$ cat config.mk
export PLATFORM = sky130hd
export DESIGN_NAME = sdram_cfg_timer
export DESIGN_NICKNAME = d
export VERILOG_FILES = /design/src/rtl/sdram_cfg_pkg.sv /design/src/rtl/sdram_cfg_regs.sv /design/src/rtl/sdram_delay_unit.sv /design/src/rtl/sdram_refresh_timer.sv /design/src/rtl/sdram_sleep_ctrl.sv /design/src/rtl/sdram_cfg_timer.sv
export SDC_FILE = /design/constraint.sdc
export NUM_CORES = 1
export LEC_CHECK = 0
export CORE_MARGIN = 2
export CORE_UTILIZATION = 40
export CTS_CLUSTER_DIAMETER = 40
export DETAILED_ROUTE_END_ITERATION = 16
export PLACE_DENSITY = 0.77
export SLEW_MARGIN = 30
export SYNTH_ARGS = -nofsm -noshare
export SYNTH_HDL_FRONTEND = slang
export SYNTH_SLANG_ARGS = --single-unit
$ cat constraint.sdc
create_clock -name clk -period 2.75 [get_ports clk]
set_clock_uncertainty 0.05 [all_clocks]
set_input_delay 0.825 -clock clk [delete_from_list [all_inputs] [get_ports clk]]
set_output_delay 0.825 -clock clk [all_outputs]
set_load 0.05 [all_outputs]
$ cat src/rtl/sdram_cfg_pkg.sv
package sdram_cfg_pkg;

    localparam int unsigned WORD_W = 32;
    localparam int unsigned RFSH_W = 11;
    localparam logic [WORD_W-1:0] CFG_RESET = 32'h82EE_0000;

    typedef enum logic [1:0] {
        SL_RUN   = 2'd0,
        SL_SLEEP = 2'd1,
        SL_WAKE  = 2'd2
    } sleep_st_e;

    typedef struct packed {
        logic [1:0]        freq;
        logic [RFSH_W-1:0] rfsh;
        logic              sleep;
        logic [1:0]        size;
    } cfg_t;

    // Top frequency of each range in MHz: waits are sized for the worst case.
    function automatic int unsigned range_top_mhz(input logic [1:0] r);
        case (r)
            2'd0:    return 15;
            2'd1:    return 30;
            2'd2:    return 50;
            default: return 100;
        endcase
    endfunction

    function automatic int unsigned wait_cycles(input int unsigned ns, input int unsigned mhz);
        return (ns * mhz + 999) / 1000;
    endfunction

    function automatic cfg_t unpack_word(input logic [WORD_W-1:0] w);
        cfg_t c;
        c.freq  = w[31:30];
        c.rfsh  = w[26:16];
        c.sleep = w[9];
        c.size  = w[1:0];
        return c;
    endfunction

    function automatic logic [WORD_W-1:0] pack_word(input cfg_t c);
        return {c.freq, 3'b000, c.rfsh, 6'b000000, c.sleep, 7'b0000000, c.size};
    endfunction

endpackage

$ cat src/rtl/sdram_cfg_regs.sv
module sdram_cfg_regs
    import sdram_cfg_pkg::*;
#(
    parameter int unsigned MODE_W = 2
) (
    input  logic              clk,
    input  logic              rst_n,
    input  logic [MODE_W-1:0] mode_sel,
    input  logic              wr_en,
    input  logic [WORD_W-1:0] wdata,
    output logic [WORD_W-1:0] rdata,
    output cfg_t              cfg,
    output logic              clr
);

    typedef struct packed {
        cfg_t              cfg;
        logic [MODE_W-1:0] mode;
    } st_t;

    st_t st_d, st_q;

    always_comb begin
        st_d      = st_q;
        clr       = (mode_sel != st_q.mode);
        st_d.mode = mode_sel;
        if (clr) begin
            st_d.cfg = unpack_word(CFG_RESET);
        end else if (wr_en) begin
            st_d.cfg = unpack_word(wdata);
        end
    end

    always_ff @(posedge clk or negedge rst_n) begin
        if (!rst_n) begin
            st_q.cfg  <= unpack_word(CFG_RESET);
            st_q.mode <= '0;
        end else begin
            st_q <= st_d;
        end
    end

    assign cfg   = st_q.cfg;
    assign rdata = pack_word(st_q.cfg);

    assert_mode_reload_R3: assert property (@(posedge clk) disable iff (!rst_n)
        clr |=> (rdata == CFG_RESET));

endmodule

$ cat src/rtl/sdram_delay_unit.sv
module sdram_delay_unit
    import sdram_cfg_pkg::*;
#(
    parameter int unsigned T_PWRUP_NS = 100000,
    parameter int unsigned T_PRE_NS   = 20,
    parameter int unsigned T_ARF_NS   = 70
) (
    input  logic       clk,
    input  logic       rst_n,
    input  logic       clr,
    input  logic [1:0] freq,
    input  logic       start,
    input  logic [1:0] kind,
    output logic       done
);

    localparam int unsigned MAX_PWRUP = wait_cycles(T_PWRUP_NS, range_top_mhz(2'd3));
    localparam int unsigned MAX_PRE   = wait_cycles(T_PRE_NS, range_top_mhz(2'd3));
    localparam int unsigned MAX_ARF   = wait_cycles(T_ARF_NS, range_top_mhz(2'd3));
    localparam int unsigned MAX_ALL   = (MAX_PWRUP > MAX_ARF)
                                        ? ((MAX_PWRUP > MAX_PRE) ? MAX_PWRUP : MAX_PRE)
                                        : ((MAX_ARF > MAX_PRE) ? MAX_ARF : MAX_PRE);
    localparam int unsigned DLY_W     = $clog2(MAX_ALL + 1);

    typedef struct packed {
        logic [DLY_W-1:0] cnt;
        logic             done;
    } st_t;

    logic [DLY_W-1:0] pwrup_tbl [4];
    logic [DLY_W-1:0] pre_tbl   [4];
    logic [DLY_W-1:0] arf_tbl   [4];
    logic [DLY_W-1:0] load;
    st_t st_d, st_q;

    for (genvar r = 0; r < 4; r++) begin : g_range
        assign pwrup_tbl[r] = DLY_W'(wait_cycles(T_PWRUP_NS, range_top_mhz(2'(r))));
        assign pre_tbl[r]   = DLY_W'(wait_cycles(T_PRE_NS, range_top_mhz(2'(r))));
        assign arf_tbl[r]   = DLY_W'(wait_cycles(T_ARF_NS, range_top_mhz(2'(r))));
    end

    always_comb begin
        case (kind)
            2'd0:    load = pwrup_tbl[freq];
            2'd1:    load = pre_tbl[freq];
            2'd2:    load = arf_tbl[freq];
            default: load = '0;
        endcase
    end

    always_comb begin
        st_d.done = (st_q.cnt == DLY_W'(1));
        st_d.cnt  = (st_q.cnt == '0) ? '0 : st_q.cnt - DLY_W'(1);
        if (start) begin
            st_d.cnt = load;
        end
        if (clr) begin
            st_d = '0;
        end
    end

    always_ff @(posedge clk or negedge rst_n) begin
        if (!rst_n) begin
            st_q <= '0;
        end else begin
            st_q <= st_d;
        end
    end

    assign done = st_q.done;

    assert_done_after_count_R6: assert property (@(posedge clk) disable iff (!rst_n)
        (!start && !clr && st_q.cnt == DLY_W'(1)) |=> done);

endmodule

$ cat src/rtl/sdram_refresh_timer.sv
module sdram_refresh_timer
    import sdram_cfg_pkg::*;
(
    input  logic              clk,
    input  logic              rst_n,
    input  logic              clr,
    input  logic [RFSH_W-1:0] rfsh,
    input  logic              suppress,
    input  logic              ack,
    output logic              req
);

    localparam cfg_t CFG_RST = unpack_word(CFG_RESET);

    typedef struct packed {
        logic [RFSH_W-1:0] cnt;
        logic              req;
    } st_t;

    st_t st_d, st_q;
    logic [RFSH_W-1:0] reload;
    logic              expire;

    always_comb begin
        reload = (rfsh == '0) ? RFSH_W'(1) : rfsh;
        expire = (st_q.cnt <= RFSH_W'(1));
        st_d   = st_q;
        if (clr) begin
            st_d.cnt = CFG_RST.rfsh;
            st_d.req = 1'b0;
        end else if (suppress) begin
            st_d.cnt = reload;
            st_d.req = 1'b0;
        end else begin
            st_d.cnt = expire ? reload : st_q.cnt - RFSH_W'(1);
            st_d.req = expire | (st_q.req & ~ack);
        end
    end

    always_ff @(posedge clk or negedge rst_n) begin
        if (!rst_n) begin
            st_q.cnt <= CFG_RST.rfsh;
            st_q.req <= 1'b0;
        end else begin
            st_q <= st_d;
        end
    end

    assign req = st_q.req;

    assert_req_held_R8: assert property (@(posedge clk) disable iff (!rst_n)
        (req && !ack && !suppress && !clr) |=> req);

    assert_sleep_quiet_R9: assert property (@(posedge clk) disable iff (!rst_n)
        suppress |=> !req);

endmodule

$ cat src/rtl/sdram_sleep_ctrl.sv
module sdram_sleep_ctrl
    import sdram_cfg_pkg::*;
#(
    parameter int unsigned T_ARF_NS = 70
) (
    input  logic       clk,
    input  logic       rst_n,
    input  logic       clr,
    input  logic       sleep,
    input  logic [1:0] freq,
    output logic       enter,
    output logic       exit_req,
    output logic       suppress
);

    localparam int unsigned ARF_W = $clog2(wait_cycles(T_ARF_NS, range_top_mhz(2'd3)) + 1);

    typedef struct packed {
        sleep_st_e        state;
        logic [ARF_W-1:0] cnt;
        logic             enter;
        logic             exit_req;
    } st_t;

    logic [ARF_W-1:0] arf_tbl [4];
    st_t st_d, st_q;

    for (genvar r = 0; r < 4; r++) begin : g_arf
        assign arf_tbl[r] = ARF_W'(wait_cycles(T_ARF_NS, range_top_mhz(2'(r))));
    end

    always_comb begin
        st_d          = st_q;
        st_d.enter    = 1'b0;
        st_d.exit_req = 1'b0;
        case (st_q.state)
            SL_RUN: begin
                if (sleep) begin
                    st_d.state = SL_SLEEP;
                    st_d.enter = 1'b1;
                end
            end
            SL_SLEEP: begin
                if (!sleep) begin
                    st_d.state    = SL_WAKE;
                    st_d.exit_req = 1'b1;
                    st_d.cnt      = arf_tbl[freq];
                end
            end
            SL_WAKE: begin
                if (sleep) begin
                    st_d.state = SL_SLEEP;
                    st_d.enter = 1'b1;
                end else if (st_q.cnt <= ARF_W'(1)) begin
                    st_d.state = SL_RUN;
                end else begin
                    st_d.cnt = st_q.cnt - ARF_W'(1);
                end
            end
            default: st_d.state = SL_RUN;
        endcase
        if (clr) begin
            st_d = '{state: SL_RUN, cnt: '0, enter: 1'b0, exit_req: 1'b0};
        end
    end

    always_ff @(posedge clk or negedge rst_n) begin
        if (!rst_n) begin
            st_q <= '{state: SL_RUN, cnt: '0, enter: 1'b0, exit_req: 1'b0};
        end else begin
            st_q <= st_d;
        end
    end

    assign enter    = st_q.enter;
    assign exit_req = st_q.exit_req;
    assign suppress = (st_q.state != SL_RUN);

    assert_enter_pulse_R9: assert property (@(posedge clk) disable iff (!rst_n)
        enter |=> !enter);

    assert_exit_pulse_R10: assert property (@(posedge clk) disable iff (!rst_n)
        exit_req |=> !exit_req);

    assert_enter_exit_excl_R10: assert property (@(posedge clk) disable iff (!rst_n)
        !(enter && exit_req));

endmodule

$ cat src/rtl/sdram_cfg_timer.sv
module sdram_cfg_timer
    import sdram_cfg_pkg::*;
#(
    parameter int unsigned MODE_W     = 2,
    parameter int unsigned T_PWRUP_NS = 100000,
    parameter int unsigned T_PRE_NS   = 20,
    parameter int unsigned T_ARF_NS   = 70
) (
    input  logic              clk,
    input  logic              rst_n,
    input  logic [MODE_W-1:0] mode_sel,
    input  logic              cfg_wr_en,
    input  logic [31:0]       cfg_wdata,
    output logic [31:0]       cfg_rdata,
    output logic [1:0]        size_code,
    input  logic              ref_ack,
    output logic              ref_req,
    input  logic              dly_start,
    input  logic [1:0]        dly_kind,
    output logic              dly_done,
    output logic              sleep_enter,
    output logic              sleep_exit
);

    cfg_t cfg;
    logic clr;
    logic suppress;

    sdram_cfg_regs #(.MODE_W(MODE_W)) u_regs (
        .clk      (clk),
        .rst_n    (rst_n),
        .mode_sel (mode_sel),
        .wr_en    (cfg_wr_en),
        .wdata    (cfg_wdata),
        .rdata    (cfg_rdata),
        .cfg      (cfg),
        .clr      (clr)
    );

    sdram_delay_unit #(
        .T_PWRUP_NS (T_PWRUP_NS),
        .T_PRE_NS   (T_PRE_NS),
        .T_ARF_NS   (T_ARF_NS)
    ) u_delay (
        .clk   (clk),
        .rst_n (rst_n),
        .clr   (clr),
        .freq  (cfg.freq),
        .start (dly_start),
        .kind  (dly_kind),
        .done  (dly_done)
    );

    sdram_refresh_timer u_refresh (
        .clk      (clk),
        .rst_n    (rst_n),
        .clr      (clr),
        .rfsh     (cfg.rfsh),
        .suppress (suppress),
        .ack      (ref_ack),
        .req      (ref_req)
    );

    sdram_sleep_ctrl #(.T_ARF_NS(T_ARF_NS)) u_sleep (
        .clk      (clk),
        .rst_n    (rst_n),
        .clr      (clr),
        .sleep    (cfg.sleep),
        .freq     (cfg.freq),
        .enter    (sleep_enter),
        .exit_req (sleep_exit),
        .suppress (suppress)
    );

    assign size_code = cfg.size;

    assert_clear_quiets_R3: assert property (@(posedge clk) disable iff (!rst_n)
        clr |=> (!ref_req && !sleep_exit && !sleep_enter && !dly_done));

endmodule

==> key figures <==
Logic synthesis
  – Asr flop ratio synth: 100%
  – Cell variety after synth: 56
  – Synth Area in Adders: approximately 4.7%
  – Total number of yosys warnings: 0
  – Largest family of logic cells by synthesized area: simple AND/OR/NAND/NOR gates
  – Dominant synthesized flop cell: dfrtp_1
  – Mux contribution to synthesized area: between 6 and 7%
  – Mapped Avg Cell Area: about 9.5 µm²
  – Cells after synthesis: 335
  – Post-synthesis register bit count: 52
  – Synth Area in Simple Gates: a little under a fifth
  – Seq/Total Area, Yosys: approximately two fifths
  – Compound-cell area share of the yosys netlist: between 10 and 15%
  – Synthesized area: about 0.0032 mm²
  – Post-Synth XOR/XNOR Area: under 10%
  – EDFF count, synth: 0

Global route
  – Initial antenna violation count: 0
  – Tot GR Track Use: between 10% and 20%
  – Largest net degree at the start of global routing: 25
  – Gr ovfl total: 0
  – First-pass GRT wire length: between 10 and 15 mm
  – Met2 usage: between 20% and 30%
  – Grt met3 use: slightly below 4%
  – Busiest layer in global routing: met2
  – Met1 usage: 21.2%
  – Vias in the first global route: between 2000 and 2500

Timing
  – Unrepaired setup endpoints after global routing: no
  – Slew @ Worst Pin: 0.798 ns
  – Final WS setup: between 0.1 and 0.15 ns
  – Setup_tns: 0 ns
  – Final cycle utilization of the critical path: 95.5%
  – Max Freq: between 300 and 400 MHz
  – Final Critical Period: ~2.6 ns
  – Rel. slew slack: between 40% and 50%
  – Pins Over Slew Limit: 0
  – Setup violations, final: 0
  – Hold Violations, Final: 0

Placed design
  – I/O Buffers: 46
  – Post-detail-place hpwl: between 4 and 5 mm
  – GPL Wtd Cong: 0.830
  – Place WS: 0.115 ns

Clocking
  – CTS tree: yes
  – Setup bufs post-CTS: 0
  – Clk buf depth: 2
  – Root Driver: clkbuf_8
  – CTS H-tree depth: 2
  – Hold_buf cts: 0
  – Reg clk slew, reported paths: approximately 0.10 ns
  – Cts repair resizes: 0
  – CTS sink count: between 50 and 60
  – Skew-Pair Late Insertion Delay: around 0.3 ns
  – Total CTS buffers: 5

Detailed routing
  – Routed Wire Length: approximately 6.6 mm
  – Vias per cell: 5.28
  – Drt drc: 0
  – Antenna Nets Post-Route: 0
  – First-iteration detailed-routing DRC count: 110
  – Drt pass-1 iters: 4
  – Drt wl/cell: between 10 and 15 µm
  – Vias: around 2500

Floorplan
  – Initial core utilization: between 40% and 50%
  – Die Y: approximately 93 µm
  – Die ar.: just under 0.009 mm²
  – I/O pin total: 79
  – Die width: around 93 µm
  – Row count: 32
  – Core area: 0.00769 mm²

Cells and area
  – Diode count: 0
  – Layout Nets: 418
  – Fraction of layout cells with a size suffix above 1: between 10% and 20%
  – Area Overhead vs Synth: 15.5%

Critical path
  – Worst r2r src: u_delay.st_q[1]
  – Family with the most delay on the worst path: buffers and inverters
  – Setup CP Type: reg -> out
  – Critical Path Max Stage Delay: between 0.8 and 0.9 ns
  – Crit path DAT: approximately 1.8 ns
  – CP max FO: 6
  – R2R cell count: 6
  – Data required, critical path: 1.88 ns
  – Cell breakdown of the critical path: clkdlybuf4s50_1
  – Worst reg-to-reg setup slack: roughly 0.53 ns
  – Critical Path Stages: 1
  – Startpoint class of the critical path: flop
  – Buffer and inverter count on the worst path: 1
  – Slowest-stage cell, CP: clkdlybuf4s50_1
  – Worst setup EP type: primary output
  – Crit Reg-Reg Endpoint: u_delay.st_q[11]

Power
  – PD cells: around 500 mW/mm²
  – Maximum VDD drop: between 200 and 300 µV
  – Leak: 1.57 nW

Hold path
  – Worst min path class: in -> async

Status
  – Status: completed

Flow run
  – Max Cap Viol: 0
## per-stage QoR
stage	power, mW	util (%)	std cells	hold WS, ns	instance area (µm²)
floorplan	1.27	-	350	0.430	3230
global placement	1.39	46.5	460	0.447	3570
detailed placement	1.40	46.5	460	0.471	3570
CTS	1.84	47.7	468	0.452	3660
global route	1.94	47.7	468	0.470	3660
finish	1.84	47.7	468	0.444	3660
## state kept, by name (all words and copies together), names as in the netlist
register,count
u_sleep.enter,1
u_refresh.st_q,11
u_delay.done,1
u_delay.st_q,14
u_sleep.st_q,5
u_sleep.exit_req,1
u_regs.st_q,2
u_regs.cfg,16
u_refresh.req,1
## final cells by class
type,count,area (µm²)
clock buffer,5,68.8
clock inverter,3,22.5
fill,735,4020
inverter,13,48.8
multi-input combinational,238,1550
sequential,52,1320
tap,102,128
timing repair buffer,55,523
## cell usage after synthesis (all sizes together), types with 3 or more instances
library cell  instances  area, µm²
dfrtp                37        926
buf                  35        260
nor2                 35        131
mux2i                19        190
nand2                19       71.3
dfstp                15        394
a21oi                14       70.1
inv                  13       48.8
clkbuf               12       45.0
ha                   12        150
o21ai                12       60.1
nor3                 10       50.1
xor2                  9       78.8
a211oi                8       60.1
nand3                 8       40.0
nor4                  8       56.3
a31oi                 5       31.3
o311ai                5       43.8
xnor2                 5       43.8
nand4                 4       31.3
nor2b                 4       25.0
nor3b                 4       30.0
nand2b                3       18.8
o211ai                3       22.5
o31ai                 3       22.5
or2                   3       18.8
or4                   3       26.3
## cell usage in the layout (no fill, tap or decap), drive strengths merged, types with 5 or more instances in the layout
| cell | count |
|---|---|
| a211oi | 8 |
| a21oi | 14 |
| a31oi | 5 |
| buf | 10 |
| clkbuf | 5 |
| clkdlybuf4s50 | 45 |
| conb | 16 |
| dfrtp | 37 |
| dfstp | 15 |
| ha | 12 |
| inv | 14 |
| mux2i | 19 |
| nand2 | 19 |
| nand3 | 8 |
| nor2 | 35 |
| nor3 | 10 |
| nor4 | 8 |
| o21ai | 12 |
| o311ai | 5 |
| xnor2 | 5 |
| xor2 | 9 |
## routing by layer
layer	part of all wire (%)	wire (µm)
met3	6.2	409
met5	0	0
met2	47	3130
met4	0.80	53
met1	46	3060
## power breakdown
group	internal [mW]	switching, mW
Sequential	0.810	0.0486
Combinational	0.209	0.327
Clock	0.183	0.264
## kinds of logic after synthesis
family | count (synthesis)
AOI/OAI and AO/OA | 66
buffers and inverters | 60
adders and majority gates | 12
DFF | 52
xor gates and xnor gates | 14
and+or+nand+nor | 110
muxes | 20
other | 1
## how the worst max path moves through the flow
stage,startpoint,to,slack (ns)
global placement,dly_kind[1],u_delay.st_q[10],0.26
finish,u_regs.cfg[15],cfg_rdata[31],0.12
global route,u_regs.cfg[15],cfg_rdata[31],0.07
CTS,u_regs.cfg[15],cfg_rdata[31],0.12
detailed placement,dly_kind[1],u_delay.st_q[10],0.11
floorplan,u_delay.st_q[1],u_delay.st_q[11],0.69
(Power assumes the default switching activity.)
